$ cat src/rtl/flush_wb_pkg.sv
package flush_wb_pkg;

   typedef enum logic [2:0] {
      ST_IDLE,
      ST_ACK,
      ST_SCAN,
      ST_WB,
      ST_INV_ALL,
      ST_SNP_WB,
      ST_SNP_INV
   } seq_state_e;

endpackage

$ cat src/rtl/flush_sync.sv
module flush_sync #(
   parameter int STAGES = 2
) (
   input  logic clk,
   input  logic rst_n,
   input  logic async_n_i,
   output logic fall_o
);
   logic [STAGES-1:0] chain_q;
   logic              prev_q;

   generate
      if (STAGES < 2) begin : g_bad_stages
         $error("flush_sync: STAGES must be at least 2");
      end
      for (genvar s = 0; s < STAGES; s++) begin : g_stage
         if (s == 0) begin : g_first
            always_ff @(posedge clk or negedge rst_n) begin
               if (!rst_n) chain_q[0] <= 1'b1;
               else        chain_q[0] <= async_n_i;
            end
         end else begin : g_next
            always_ff @(posedge clk or negedge rst_n) begin
               if (!rst_n) chain_q[s] <= 1'b1;
               else        chain_q[s] <= chain_q[s-1];
            end
         end
      end
   endgenerate

   always_ff @(posedge clk or negedge rst_n) begin
      if (!rst_n) prev_q <= 1'b1;
      else        prev_q <= chain_q[STAGES-1];
   end

   assign fall_o = prev_q & ~chain_q[STAGES-1];
endmodule

$ cat src/rtl/scan_ptr.sv
module scan_ptr #(
   parameter int NUM_LINES = 16,
   parameter int IDX_W     = $clog2(NUM_LINES)
) (
   input  logic             clk,
   input  logic             rst_n,
   input  logic             clear_i,
   input  logic             step_i,
   output logic [IDX_W-1:0] idx_o,
   output logic             last_o
);
   localparam bit                PWR2     = (NUM_LINES & (NUM_LINES - 1)) == 0;
   localparam logic [IDX_W-1:0] LAST_IDX = IDX_W'(NUM_LINES - 1);

   logic [IDX_W-1:0] idx_q;

   always_ff @(posedge clk or negedge rst_n) begin
      if (!rst_n)       idx_q <= '0;
      else if (clear_i) idx_q <= '0;
      else if (step_i)  idx_q <= idx_q + 1'b1;
   end

   generate
      if (PWR2) begin : g_pwr2
         assign last_o = &idx_q;
      end else begin : g_cmp
         assign last_o = (idx_q == LAST_IDX);
      end
   endgenerate

   assign idx_o = idx_q;
endmodule

$ cat src/rtl/seq_ctrl.sv
module seq_ctrl
   import flush_wb_pkg::*;
#(
   parameter int NUM_LINES = 16,
   parameter int IDX_W     = $clog2(NUM_LINES)
) (
   input  logic                 clk,
   input  logic                 rst_n,
   input  logic                 flush_fall_i,
   input  logic                 cmd_i,
   input  logic                 snoop_hit_i,
   input  logic [IDX_W-1:0]     snoop_idx_i,
   input  logic [NUM_LINES-1:0] line_mod_i,
   input  logic [IDX_W-1:0]     ptr_idx_i,
   input  logic                 ptr_last_i,
   input  logic                 spc_done_i,
   input  logic                 wb_done_i,
   output logic                 ptr_clear_o,
   output logic                 ptr_step_o,
   output logic                 spc_req_o,
   output logic                 wb_req_o,
   output logic [IDX_W-1:0]     wb_idx_o,
   output logic                 inval_all_o,
   output logic                 inval_one_o,
   output logic [IDX_W-1:0]     inval_idx_o,
   output logic                 busy_o,
   output logic                 done_o
);
   seq_state_e       st_q, st_d;
   logic [IDX_W-1:0] snp_q;
   logic             snp_take;
   logic             done_q;

   always_comb begin
      st_d        = st_q;
      ptr_clear_o = 1'b0;
      ptr_step_o  = 1'b0;
      snp_take    = 1'b0;
      unique case (st_q)
         ST_IDLE: begin
            if (flush_fall_i) begin
               st_d        = ST_ACK;
               ptr_clear_o = 1'b1;
            end else if (cmd_i) begin
               st_d        = ST_SCAN;
               ptr_clear_o = 1'b1;
            end else if (snoop_hit_i) begin
               snp_take = 1'b1;
               st_d     = line_mod_i[snoop_idx_i] ? ST_SNP_WB : ST_SNP_INV;
            end
         end
         ST_ACK: if (spc_done_i) st_d = ST_SCAN;
         ST_SCAN: begin
            if (line_mod_i[ptr_idx_i]) begin
               st_d = ST_WB;
            end else if (ptr_last_i) begin
               st_d = ST_INV_ALL;
            end else begin
               ptr_step_o = 1'b1;
            end
         end
         ST_WB: begin
            if (wb_done_i) begin
               if (ptr_last_i) begin
                  st_d = ST_INV_ALL;
               end else begin
                  st_d       = ST_SCAN;
                  ptr_step_o = 1'b1;
               end
            end
         end
         ST_INV_ALL: st_d = ST_IDLE;
         ST_SNP_WB:  if (wb_done_i) st_d = ST_SNP_INV;
         ST_SNP_INV: st_d = ST_IDLE;
         default:    st_d = ST_IDLE;
      endcase
   end

   always_ff @(posedge clk or negedge rst_n) begin
      if (!rst_n) begin
         st_q   <= ST_IDLE;
         snp_q  <= '0;
         done_q <= 1'b0;
      end else begin
         st_q   <= st_d;
         done_q <= (st_q == ST_INV_ALL) || (st_q == ST_SNP_INV);
         if (snp_take) snp_q <= snoop_idx_i;
      end
   end

   assign spc_req_o   = (st_q == ST_ACK);
   assign wb_req_o    = (st_q == ST_WB) || (st_q == ST_SNP_WB);
   assign wb_idx_o    = (st_q == ST_SNP_WB) ? snp_q : ptr_idx_i;
   assign inval_all_o = (st_q == ST_INV_ALL);
   assign inval_one_o = (st_q == ST_SNP_INV);
   assign inval_idx_o = snp_q;
   assign busy_o      = (st_q != ST_IDLE);
   assign done_o      = done_q;
endmodule

$ cat src/rtl/flush_wb_seq.sv
module flush_wb_seq #(
   parameter int NUM_LINES   = 16,
   parameter int SYNC_STAGES = 2,
   parameter int IDX_W       = $clog2(NUM_LINES)
) (
   input  logic                 clk,
   input  logic                 rst_n,
   input  logic                 flush_n_i,
   input  logic                 wbinv_cmd_i,
   input  logic                 snoop_hit_i,
   input  logic [IDX_W-1:0]     snoop_idx_i,
   input  logic [NUM_LINES-1:0] line_mod_i,
   output logic                 spc_req_o,
   input  logic                 spc_done_i,
   output logic                 wb_req_o,
   output logic [IDX_W-1:0]     wb_idx_o,
   input  logic                 wb_done_i,
   output logic                 inval_all_o,
   output logic                 inval_one_o,
   output logic [IDX_W-1:0]     inval_idx_o,
   output logic                 busy_o,
   output logic                 done_o
);
   generate
      if (NUM_LINES < 2) begin : g_bad_lines
         $error("flush_wb_seq: NUM_LINES must be at least 2");
      end
      if (IDX_W < $clog2(NUM_LINES)) begin : g_bad_idx
         $error("flush_wb_seq: IDX_W too narrow for NUM_LINES");
      end
   endgenerate

   logic             fall;
   logic             ptr_clear, ptr_step, ptr_last;
   logic [IDX_W-1:0] ptr_idx;

   flush_sync #(.STAGES(SYNC_STAGES)) u_sync (
      .clk      (clk),
      .rst_n    (rst_n),
      .async_n_i(flush_n_i),
      .fall_o   (fall)
   );

   scan_ptr #(.NUM_LINES(NUM_LINES), .IDX_W(IDX_W)) u_ptr (
      .clk    (clk),
      .rst_n  (rst_n),
      .clear_i(ptr_clear),
      .step_i (ptr_step),
      .idx_o  (ptr_idx),
      .last_o (ptr_last)
   );

   seq_ctrl #(.NUM_LINES(NUM_LINES), .IDX_W(IDX_W)) u_ctrl (
      .clk         (clk),
      .rst_n       (rst_n),
      .flush_fall_i(fall),
      .cmd_i       (wbinv_cmd_i),
      .snoop_hit_i (snoop_hit_i),
      .snoop_idx_i (snoop_idx_i),
      .line_mod_i  (line_mod_i),
      .ptr_idx_i   (ptr_idx),
      .ptr_last_i  (ptr_last),
      .spc_done_i  (spc_done_i),
      .wb_done_i   (wb_done_i),
      .ptr_clear_o (ptr_clear),
      .ptr_step_o  (ptr_step),
      .spc_req_o   (spc_req_o),
      .wb_req_o    (wb_req_o),
      .wb_idx_o    (wb_idx_o),
      .inval_all_o (inval_all_o),
      .inval_one_o (inval_one_o),
      .inval_idx_o (inval_idx_o),
      .busy_o      (busy_o),
      .done_o      (done_o)
   );
endmodule

$ cat config.mk
export PLATFORM = sky130hd
export DESIGN_NAME = flush_wb_seq
export DESIGN_NICKNAME = d
export VERILOG_FILES = /design/src/rtl/flush_wb_pkg.sv /design/src/rtl/flush_sync.sv /design/src/rtl/scan_ptr.sv /design/src/rtl/seq_ctrl.sv /design/src/rtl/flush_wb_seq.sv
export SDC_FILE = /design/constraint.sdc
export NUM_CORES = 1
export LEC_CHECK = 0
export BUFFER_PORTS_ARGS = -buffer_cell sky130_fd_sc_hd__buf_2
export CORE_ASPECT_RATIO = 1.1
export CORE_MARGIN = 5
export CORE_UTILIZATION = 35
export DETAILED_ROUTE_END_ITERATION = 12
export GPL_ROUTABILITY_DRIVEN = 1
export SLEW_MARGIN = 20
export SYNTH_ARGS = -nofsm -noshare
export SYNTH_HDL_FRONTEND = slang
export SYNTH_HIERARCHICAL = 1
export SYNTH_SLANG_ARGS = --single-unit
$ cat constraint.sdc
create_clock -name clk -period 2.94 [get_ports clk]
set_input_delay 0.294 -clock clk [delete_from_list [all_inputs] [get_ports clk]]
set_output_delay 0.294 -clock clk [all_outputs]
set_load 0.1 [all_outputs]
Yosys cells after proc, flatten, opt, wreduce, memory -nomap -nowiden
Index checks and enable logic that the tools add are counted.
- add/sub/neg operators: 1
- order comparisons: 2
- muxes and demuxes: 29
- bitwise operators: 2
- reductions and logical operators: 7
- equal/unequal tests: 11
- operator list (cell ; number):
    $mux 3 ; 9
    $pmux 3 s5 ; 1
    $mux 1 ; 12
    $mux 4 ; 3
    $lt 4x5->1 const B ; 2
    $eq 3x3->1 const B ; 3
    $bmux 1 s4 ; 2
    $eq 3x2->1 const B ; 2
    $reduce_and 5->1 ; 1
    $add 4x1->4 const B ; 1
    $ne 2x2->1 const B ; 2
    $ne 4x4->1 const B ; 1
    $reduce_and 4->1 ; 1
    $eq 3x1->1 const B ; 1
    $logic_not 3->1 ; 1
    $ne 3x2->1 const B ; 1
    $reduce_bool 3->1 ; 1
    $logic_or 1x1->1 ; 2
    $mux 2 ; 1
    $ne 2x1->1 const B ; 1
    $pmux 1 s2 ; 1
    $reduce_bool 2->1 ; 1
    $and 1x1->1 ; 1
    $not 1->1 ; 1
- output and inout port bits: 14
- register bits after elaboration: 15
- word-level logic and storage cells: 59
- input port bits: 27

Logic depth before layout (Yosys ltp)
Gate-level depths: netlist (run 1).
- word-level depth: 7
- mapped depth: 9
- depth with buffers taken out: 8

Modules after synthesis
Netlist (run 1), hierarchy kept.
- by module, submodules not included (module ; instances ; area an instance (um^2) ; sequential area each (um^2) ; cells an instance):
    seq_ctrl ; 1 ; 852.1 ; 200.2 ; 87
    scan_ptr ; 1 ; 198.9 ; 100.1 ; 17
    flush_sync ; 1 ; 92.6 ; 78.8 ; 4

Worst setup path after synthesis (run 1)
OpenSTA, ideal clock, no wires.
- path kind: register to register
- start: reg u_ptr.idx_q[0], in the netlist u_ptr/idx_o[0]
- end: reg u_ptr.idx_q[3], in the netlist u_ptr/idx_o[3]
- setup slack: -0.229 ns
- path buffers: 1
- arrival: 3.044 ns
- required time: 2.815 ns
- setup time: 0.125 ns
- clock period less this slack: 3.169 ns
- stages on the path, launching flop included: 9
- path through: dfrtp_1 > clkbuf_1 > mux4_2 > o22ai_1 > or2_2 > nor2_1 > a2111oi_0 > nand4_1 > mux2_4
- cells in the longest elaborated chain, start to end: 5
- elaborated cells between the ends (all ways): 11
- those cells by class: add/sub: 1; mux: 8; reduce/logical: 2
- ends and longest elaborated chain (item ; RTL line ; RTL):
    from (decl) ; scan_ptr.sv:15 ; logic [IDX_W-1:0] idx_q;
    from (signal assigned) ; scan_ptr.sv:20 ; else if (step_i) idx_q <= idx_q + 1'b1;
    $bmux 1 s4 or $reduce_and 4->1 (tied branches) ; seq_ctrl.sv:54, scan_ptr.sv:25 ;
    $mux 1, on equally long branches ; seq_ctrl.sv:54, seq_ctrl.sv:56, seq_ctrl.sv:64 ;
    $mux 1, on equally long branches ; seq_ctrl.sv:54, seq_ctrl.sv:63 ;
    $pmux 1 s2 * ; seq_ctrl.sv:39 ; unique case (st_q)
    net ptr_step ; flush_wb_seq.sv:34 ; logic ptr_clear, ptr_step, ptr_last;
    $reduce_bool 2->1 (no line) * ; -- ;
Mark *: on every way through the listed nets, which the timed path passes. The rest lies on a longest branch. The select of a mux whose other input is x is not followed.
A chain may end at the register's enable or synchronous reset.

Final worst setup path (run 1)
Ends and elaborated chain as after synthesis.

==> results of run 1 <==
==> cell usage after synthesis, drive strengths merged, types with 2 or more instances <==
cell type / instances
dfrtp: 12
nor2: 11
mux2: 9
mux2i: 9
mux4: 6
clkbuf: 5
nand2: 5
nor2b: 5
nand3b: 4
dfstp: 3
nand2b: 3
nand3: 3
o21ai: 3
a21oi: 2
and2: 2
and3: 2
inv: 2
nor3: 2
==> kinds of logic after synthesis <==
family                   count (synthesis)
AO/OA/AOI/OAI                           16
XOR/XNOR                                 2
adder cells (fa/ha/maj)                  1
buffers and inverters                    8
flip-flops                              15
multiplexers                            24
AND/OR/NAND/NOR                         42
==> routing by layer <==
| metal | part of all wire [%] | vias to the layer above | track usage, % |
|---|---|---|---|
| li1 | - | 492 | - |
| met1 | 43 | 475 | 16.23 |
| met2 | 50 | 32 | 21.90 |
| met3 | 6.1 | 2 | 2.083 |
| met4 | 1.2 | 0 | 6.103 |
| met5 | 0 | - | 0 |
==> sequential cells by signal (all words and copies together) (netlist names) <==
name                cells
u_sync/prev_q           1
u_ctrl/done_o           1
u_ctrl/st_q             3
u_ptr/idx_o             4
u_sync/chain_q          2
u_ctrl/inval_idx_o      4
==> critical path: stages, from the launching register on <==
cell and delay (ns):
dfrtp_1 0.57, mux4_2 0.56, o22ai_1 0.21, or2_2 0.17, nor2_1 0.04, a2111oi_1 0.47, nand4_1 0.19, mux2_4 0.32
==> worst min-delay path by stage <==
stage,from,endpoint,slack [ns]
after global placement,rst_n,u_ctrl/done_o,0.22
after global routing,flush_n_i,u_sync/chain_q[0],0.08
after floorplan,rst_n,u_ctrl/done_o,-0.002
after detailed placement,rst_n,u_ctrl/done_o,0.22
final,flush_n_i,u_sync/chain_q[0],0.10
after CTS,flush_n_i,u_sync/chain_q[0],0.09
==> final cells by class <==
cell class / count / area [um2]
clock buffer: 3 / 22.52
timing repair buffer: 42 / 217.7
tap: 34 / 42.54
multi-input combinational: 85 / 734.5
inverter: 2 / 7.507
fill: 322 / 1692
sequential: 15 / 379.1
clock inverter: 1 / 5.005
==> power by group through the flow <==
stage / clock network (mW) / logic, mW / registers [mW]
after floorplan: 0 / 0.713 / 0.570
after global placement: 0 / 1.05 / 0.400
after detailed placement: 0 / 1.06 / 0.405
after CTS: 0.124 / 1.06 / 0.400
after global routing: 0.130 / 1.11 / 0.417
final: 0.118 / 1.05 / 0.397
==> tab_implementation.tex, run 1 <==
\begin{tabular}{lr}
\hline
Metric & Value \\
\hline
\multicolumn{2}{l}{\textbf{Global route}} \\
Number of global-route vias before repair & roughly 1100 \\
Antenna violations before repair & 0 \\
Combined global-route utilization of all metal layers & a little over an eighth \\
Largest net degree at the start of global routing & 17 \\
First-pass GRT wire length & 4733 um \\
Global route overflow & 0 \\
\multicolumn{2}{l}{\textbf{Yosys}} \\
Main combinational cell family by area after synthesis & multiplexers \\
Count of flip-flops with a built-in enable after synthesis & 0 \\
Post-synthesis cell area & $\sim$1100 um2 \\
FFs w/ async S/R, synth & 100.0\% \\
Area contributors post-synth & dfrtp\_1 26\%, mux4\_1 9.2\%, mux2i\_1 7.9\% \\
Synth Flop Type & dfrtp\_1 \\
Share of the synthesized area in compound gates (AO/OA/AOI/OAI) & between 10\% and 20\% \\
Top-area cell type share of the netlist area & about a quarter \\
Multiplexer share of the synthesized area & a little under a third \\
Cells after synthesis & around 110 \\
Yosys reg bits & 15 \\
Post-synth top area cell & dfrtp\_1 \\
Synth Area in Adders & $\sim$1.1\% \\
Yosys Warn Count & 6 \\
Sequential cell area fraction in the yosys report & about a third \\
Net count after synthesis & around 140 \\
Xor/xnor cell area share of the yosys netlist & about 1.5\% \\
Mean post-synth cell area & 10.59 um2 \\
Number of distinct library cell variants in the gate-level netlist after synthesis & 42 \\
Area fraction in and, or, nand and nor cells after synthesis & around a fifth \\
\multicolumn{2}{l}{\textbf{Clock tree}} \\
TritonCTS clock tree & built \\
Number of instances resized during post-cts repair & 0 \\
Clock input transition at the sequential cells of the worst setup and hold paths & 0.09 ns \\
Total number of H-tree levels & 1 \\
Hold buffer count at CTS & 1 \\
CTS sink count & 15 \\
Number of buffers added by the clock tree synthesis step & 3 \\
Post CTS Setup Buffer Count & 0 \\
CTS Root Cell & clkbuf\_4 \\
Insertion delay to the later sink of the worst-skew pair & around 0.28 ns \\
Maximum root-to-sink buffer count & 2 \\
\multicolumn{2}{l}{\textbf{STA}} \\
Setup WS post-layout & between 0.3 and 0.4 ns \\
Unrepaired setup endpoints after global routing & no \\
Setup TNS & 0 ns \\
Maximum clock frequency & about 380 MHz \\
Number of pins exceeding their max-slew limit in the final report & 0 \\
Min Tclk post-route & approximately 2.6 ns \\
Slew Limit Headroom & roughly 67\% \\
Final hold slack & 0.1004 ns \\
Worst-margin pin slew & a little under 0.5 ns \\
Count of final hold-check violations & 0 \\
Worst clock skew & between 0.0015 and 0.002 ns \\
Setup-violating endpoint count in the final report & 0 \\
Crit share post-route & 89.57\% \\
\multicolumn{2}{l}{\textbf{Placed design}} \\
\# port buffers & 40 \\
\# placed instances & roughly 180 \\
DP Wirelength & around 2300 um \\
Worst slack at placement & $\sim$0.30 ns \\
GPL Wtd Cong & 0.8617 \\
Dpl cell area & around 1400 um2 \\
\multicolumn{2}{l}{\textbf{Layout}} \\
Post-route cell area & approximately 1400 um2 \\
Highest-count cells in the layout ignoring fill and taps & 40 x buf\_2, 12 x dfrtp\_1, 11 x nor2\_1, 9 x mux2i\_1, 8 x mux2\_2 \\
Share of final-layout standard cells stronger than drive strength 1 & between 40\% and 50\% \\
Number of inserted diodes & 0 \\
Relative area change from synthesis to final layout & 23.19\% \\
Util after Layout & roughly 45\% \\
Final layout net count & 177 \\
Most common library cell in the layout ignoring fill and taps & buf\_2 \\
Finished Layout Cells & 182 \\
\multicolumn{2}{l}{\textbf{Status}} \\
Outcome & finished clean \\
\multicolumn{2}{l}{\textbf{Critical path}} \\
Critical path startpoint & u\_ptr/idx\_o[0] \\
Element type at the critical path end & flop \\
Setup Crit Path Kind & reg2reg \\
Arrival time worst endpoint & 2.81 ns \\
Worst flop-to-flop path endpoint & u\_ptr/idx\_o[3] \\
Crit Reg-Reg Startpoint & u\_ptr/idx\_o[0] \\
Capturing instance or port of the critical path & u\_ptr/idx\_o[3] \\
Setup slack of the most critical reg-to-reg path & just over 0.3 ns \\
Worst Path Max Fanout & 10 \\
Crit start category & flop \\
CP Data Required Time & just over 3 ns \\
Worst reg-to-reg path cell count & 7 \\
\multicolumn{2}{l}{\textbf{Power and ir drop}} \\
Part of the total power dissipated in sequential elements & between 20\% and 30\% \\
VDD IR max & 0.3786 mV \\
Power consumption & between 1.5 and 2 mW \\
Proportion of power drawn by combinational gates & about two thirds \\
Internal power summed over all cells & a little over 600 uW \\
Total power density per cell area & 1114 nW/um2 \\
Share of power burned in the clock network & under 10\% \\
Switching power & about 960 uW \\
Switching Share & 61.36\% \\
Leakage power figure & 0.6666 nW \\
\multicolumn{2}{l}{\textbf{Route}} \\
Mean routed wirelength per cell & 15.32 um \\
Post-detailed-route via-to-cell ratio & 5.500 \\
Vias after detailed routing & 1001 \\
Post-route DRC & 0 \\
DRT iter0 DRCs & 29 \\
Drt first pass iters & 4 \\
Wire length after detailed routing & 2789 um \\
Final antenna-violating net count & 0 \\
\multicolumn{2}{l}{\textbf{Die}} \\
Vertical die dimension & 69.95 um \\
Full die area & roughly 4500 um2 \\
Initial cell density of the core & approximately 37\% \\
Floorplan row count & 21 \\
Number of top-level pins & slightly above 40 \\
Floorplan Core Area & 3100 um2 \\
Die X-Extent & roughly 65 um \\
\multicolumn{2}{l}{\textbf{Job}} \\
\# Max-Cap Violations & 0 \\
\multicolumn{2}{l}{\textbf{Min path}} \\
Class of the worst hold path & in2reg \\
Hold path cells & 1 \\
\hline
\end{tabular}
No activity file was read; power rests on OpenSTA's default activity.
==> run 2, diff against run 1 <==
--- a/config.mk
+++ b/config.mk
@@ -8,9 +8,10 @@
 export BUFFER_PORTS_ARGS = -buffer_cell sky130_fd_sc_hd__buf_2
 export CORE_ASPECT_RATIO = 1.1
 export CORE_MARGIN = 5
-export CORE_UTILIZATION = 35
+export CORE_UTILIZATION = 44
 export DETAILED_ROUTE_END_ITERATION = 12
 export GPL_ROUTABILITY_DRIVEN = 1
+export PLACE_DENSITY = 0.75
 export SLEW_MARGIN = 20
 export SYNTH_ARGS = -nofsm -noshare
 export SYNTH_HDL_FRONTEND = slang
==> run 2 against run 1 <==
  * Sequential share of layout area increased by 0.072 points
  * Global-route usage is 2.8 points higher
  * First-iteration DRC count is 24% lower
  * Clock skew grew 0.0031 ns
  * Wire length is 1.2% lower
  * Flip-flop and latch count is the same
  * Final area down 0.27%
  * Maximum frequency increased by 0.59%
  * Cell count is 1.6% lower
  * Sequential power about the same
  * Critical endpoint unchanged
  * Largest power group unchanged
  * Highest routed layer unchanged
==> tab_implementation.tex, run 2 (same netlist as run 1, synthesis figures left out) <==
\begin{tabular}{lr}
\hline
Metric & Value \\
\hline
\multicolumn{2}{l}{\textbf{Layout}} \\
Final layout net count & $\sim$180 \\
Highest-count cells in the layout ignoring fill and taps & 40 x buf\_2, 12 x dfrtp\_1, 11 x nor2\_1, 9 x mux2i\_1, 8 x mux2\_2 \\
Util after Layout & 56.29\% \\
Number of inserted diodes & 0 \\
Most common library cell in the layout ignoring fill and taps & buf\_2 \\
Relative area change from synthesis to final layout & 22.87\% \\
Post-route cell area & around 1400 um2 \\
Share of final-layout standard cells stronger than drive strength 1 & a little over two fifths \\
\multicolumn{2}{l}{\textbf{Clock tree}} \\
Number of instances resized during post-cts repair & 0 \\
TritonCTS clock tree & built \\
Insertion delay to the later sink of the worst-skew pair & about 0.29 ns \\
CTS sink count & 15 \\
Total number of H-tree levels & 1 \\
Post CTS Setup Buffer Count & 0 \\
Number of buffers added by the clock tree synthesis step & 3 \\
Maximum root-to-sink buffer count & 2 \\
CTS Root Cell & clkbuf\_4 \\
Clock input transition at the sequential cells of the worst setup and hold paths & roughly 0.10 ns \\
\multicolumn{2}{l}{\textbf{Die}} \\
Floorplan row count & 19 \\
Full die area & between 3000 and 4000 um2 \\
Number of top-level pins & between 40 and 50 \\
Initial cell density of the core & between 40\% and 50\% \\
Die X-Extent & approximately 60 um \\
Vertical die dimension & approximately 63 um \\
Floorplan Core Area & $\sim$2500 um2 \\
\multicolumn{2}{l}{\textbf{Global route}} \\
Number of global-route vias before repair & about 1100 \\
Largest net degree at the start of global routing & 17 \\
Antenna violations before repair & 0 \\
Combined global-route utilization of all metal layers & between 10\% and 20\% \\
First-pass GRT wire length & 4629 um \\
Global route overflow & 0 \\
\multicolumn{2}{l}{\textbf{Critical path}} \\
Crit start category & flop \\
Element type at the critical path end & flop \\
Setup Crit Path Kind & reg2reg \\
CP Data Required Time & around 3.1 ns \\
Critical path, cell by cell & mux4\_2 -> o22ai\_1 -> or2\_2 -> nor2\_1 -> a2111oi\_1 -> nand4\_1 -> mux2\_4 \\
Cell type of the slowest stage on the worst timing path & dfrtp\_1 \\
Max incr delay on CP & between 0.5 and 0.6 ns \\
Worst Path Max Fanout & 10 \\
Arrival time worst endpoint & 2.80 ns \\
\multicolumn{2}{l}{\textbf{Route}} \\
Post-detailed-route via-to-cell ratio & between 5 and 6 \\
Vias after detailed routing & about 1000 \\
Wire length after detailed routing & 2756 um \\
Final antenna-violating net count & 0 \\
Drt first pass iters & 5 \\
Post-route DRC & 0 \\
DRT iter0 DRCs & 22 \\
Mean routed wirelength per cell & approximately 15 um \\
\multicolumn{2}{l}{\textbf{STA}} \\
Maximum clock frequency & 382.0 MHz \\
Worst clock skew & between 0.004 and 0.005 ns \\
Count of final hold-check violations & 0 \\
Setup TNS & 0 ns \\
Setup-violating endpoint count in the final report & 0 \\
Crit share post-route & between 80 and 90\% \\
Min Tclk post-route & around 2.6 ns \\
Unrepaired setup endpoints after global routing & no \\
Slew Limit Headroom & around two thirds \\
Worst-margin pin slew & 0.5017 ns \\
Number of pins exceeding their max-slew limit in the final report & 0 \\
\multicolumn{2}{l}{\textbf{Placed design}} \\
\# port buffers & 40 \\
DP Wirelength & roughly 2200 um \\
GPL Wtd Cong & 0.8052 \\
Dpl cell area & roughly 1400 um2 \\
\multicolumn{2}{l}{\textbf{Power and ir drop}} \\
VDD IR max & 0.9488 mV \\
Leakage power figure & roughly 0.67 nW \\
Total power density per cell area & 1123 nW/um2 \\
\multicolumn{2}{l}{\textbf{Min path}} \\
Class of the worst hold path & in2reg \\
\multicolumn{2}{l}{\textbf{Job}} \\
\# Max-Cap Violations & 0 \\
\multicolumn{2}{l}{\textbf{Status}} \\
Outcome & finished clean \\
\hline
\end{tabular}
## run 2: final timing paths
| kind | depth (start not counted) | slack [ns] | start | end |
|---|---|---|---|---|
| min in group asynchronous | 2 | 0.43 | rst_n | u_ptr/idx_o[1] |
| worst min register to register | 0 | 0.36 | u_sync/chain_q[0] | u_sync/chain_q[1] |
| worst max-delay path | 7 | 0.32 | u_ptr/idx_o[0] | u_ptr/idx_o[3] |
| worst max register to register | 7 | 0.32 | u_ptr/idx_o[0] | u_ptr/idx_o[3] |
| max in group asynchronous | 2 | 2.20 | rst_n | u_sync/chain_q[0] |
| worst min-delay path | 1 | 0.1 | flush_n_i | u_sync/chain_q[0] |
## run 2: where the power goes
group          leakage [nW]  internal, mW  switching, mW
Sequential            0.185         0.274          0.126
Combinational         0.464         0.282          0.776
Clock                0.0177        0.0505         0.0705
Total                 0.667         0.607          0.972
## run 2: worst max-delay path: cells and delay by family, from the launching register on
family | cells | cell delay (ns)
compound gates | 2 | 0.67
flops | 1 | 0.56
mux | 2 | 0.87
simple gates | 3 | 0.39
## run 2: repair_timing
item	in CTS	in global routing
hold buffers	1	0
endpoints found under the hold margin	12	0
endpoints found under the setup margin	0	0
## run 2: metal layers
metal / up-vias / global-route usage, % / wire length [um]
li1: 492 / - / -
met3: 6 / 2.245 / 189
met4: 0 / 6.516 / 46
met5: - / 0 / 0
met1: 499 / 19.92 / 1159
met2: 52 / 26.68 / 1361
## run 2: final cells by class
cell class              count  area (um2)
clock buffers               3       22.52
clock inverters             1       5.005
fillers                   222        1091
inverters                   2       7.507
multi-input cells          85       734.5
flip-flops and latches     15       379.1
well taps                  31       38.79
repair buffers             42       217.7
## run 2: stage by stage
step	setup slack [ns]	hold slack, ns	total power, mW	std cells
global placement	0.4487	0.2134	1.437	174
global route	0.1613	0.06487	1.669	179
floorplan	0.007636	-0.001591	1.283	108
detailed placement	0.3211	0.2217	1.462	174
CTS	0.3110	0.08937	1.587	179
finish	0.3222	0.09885	1.578	179
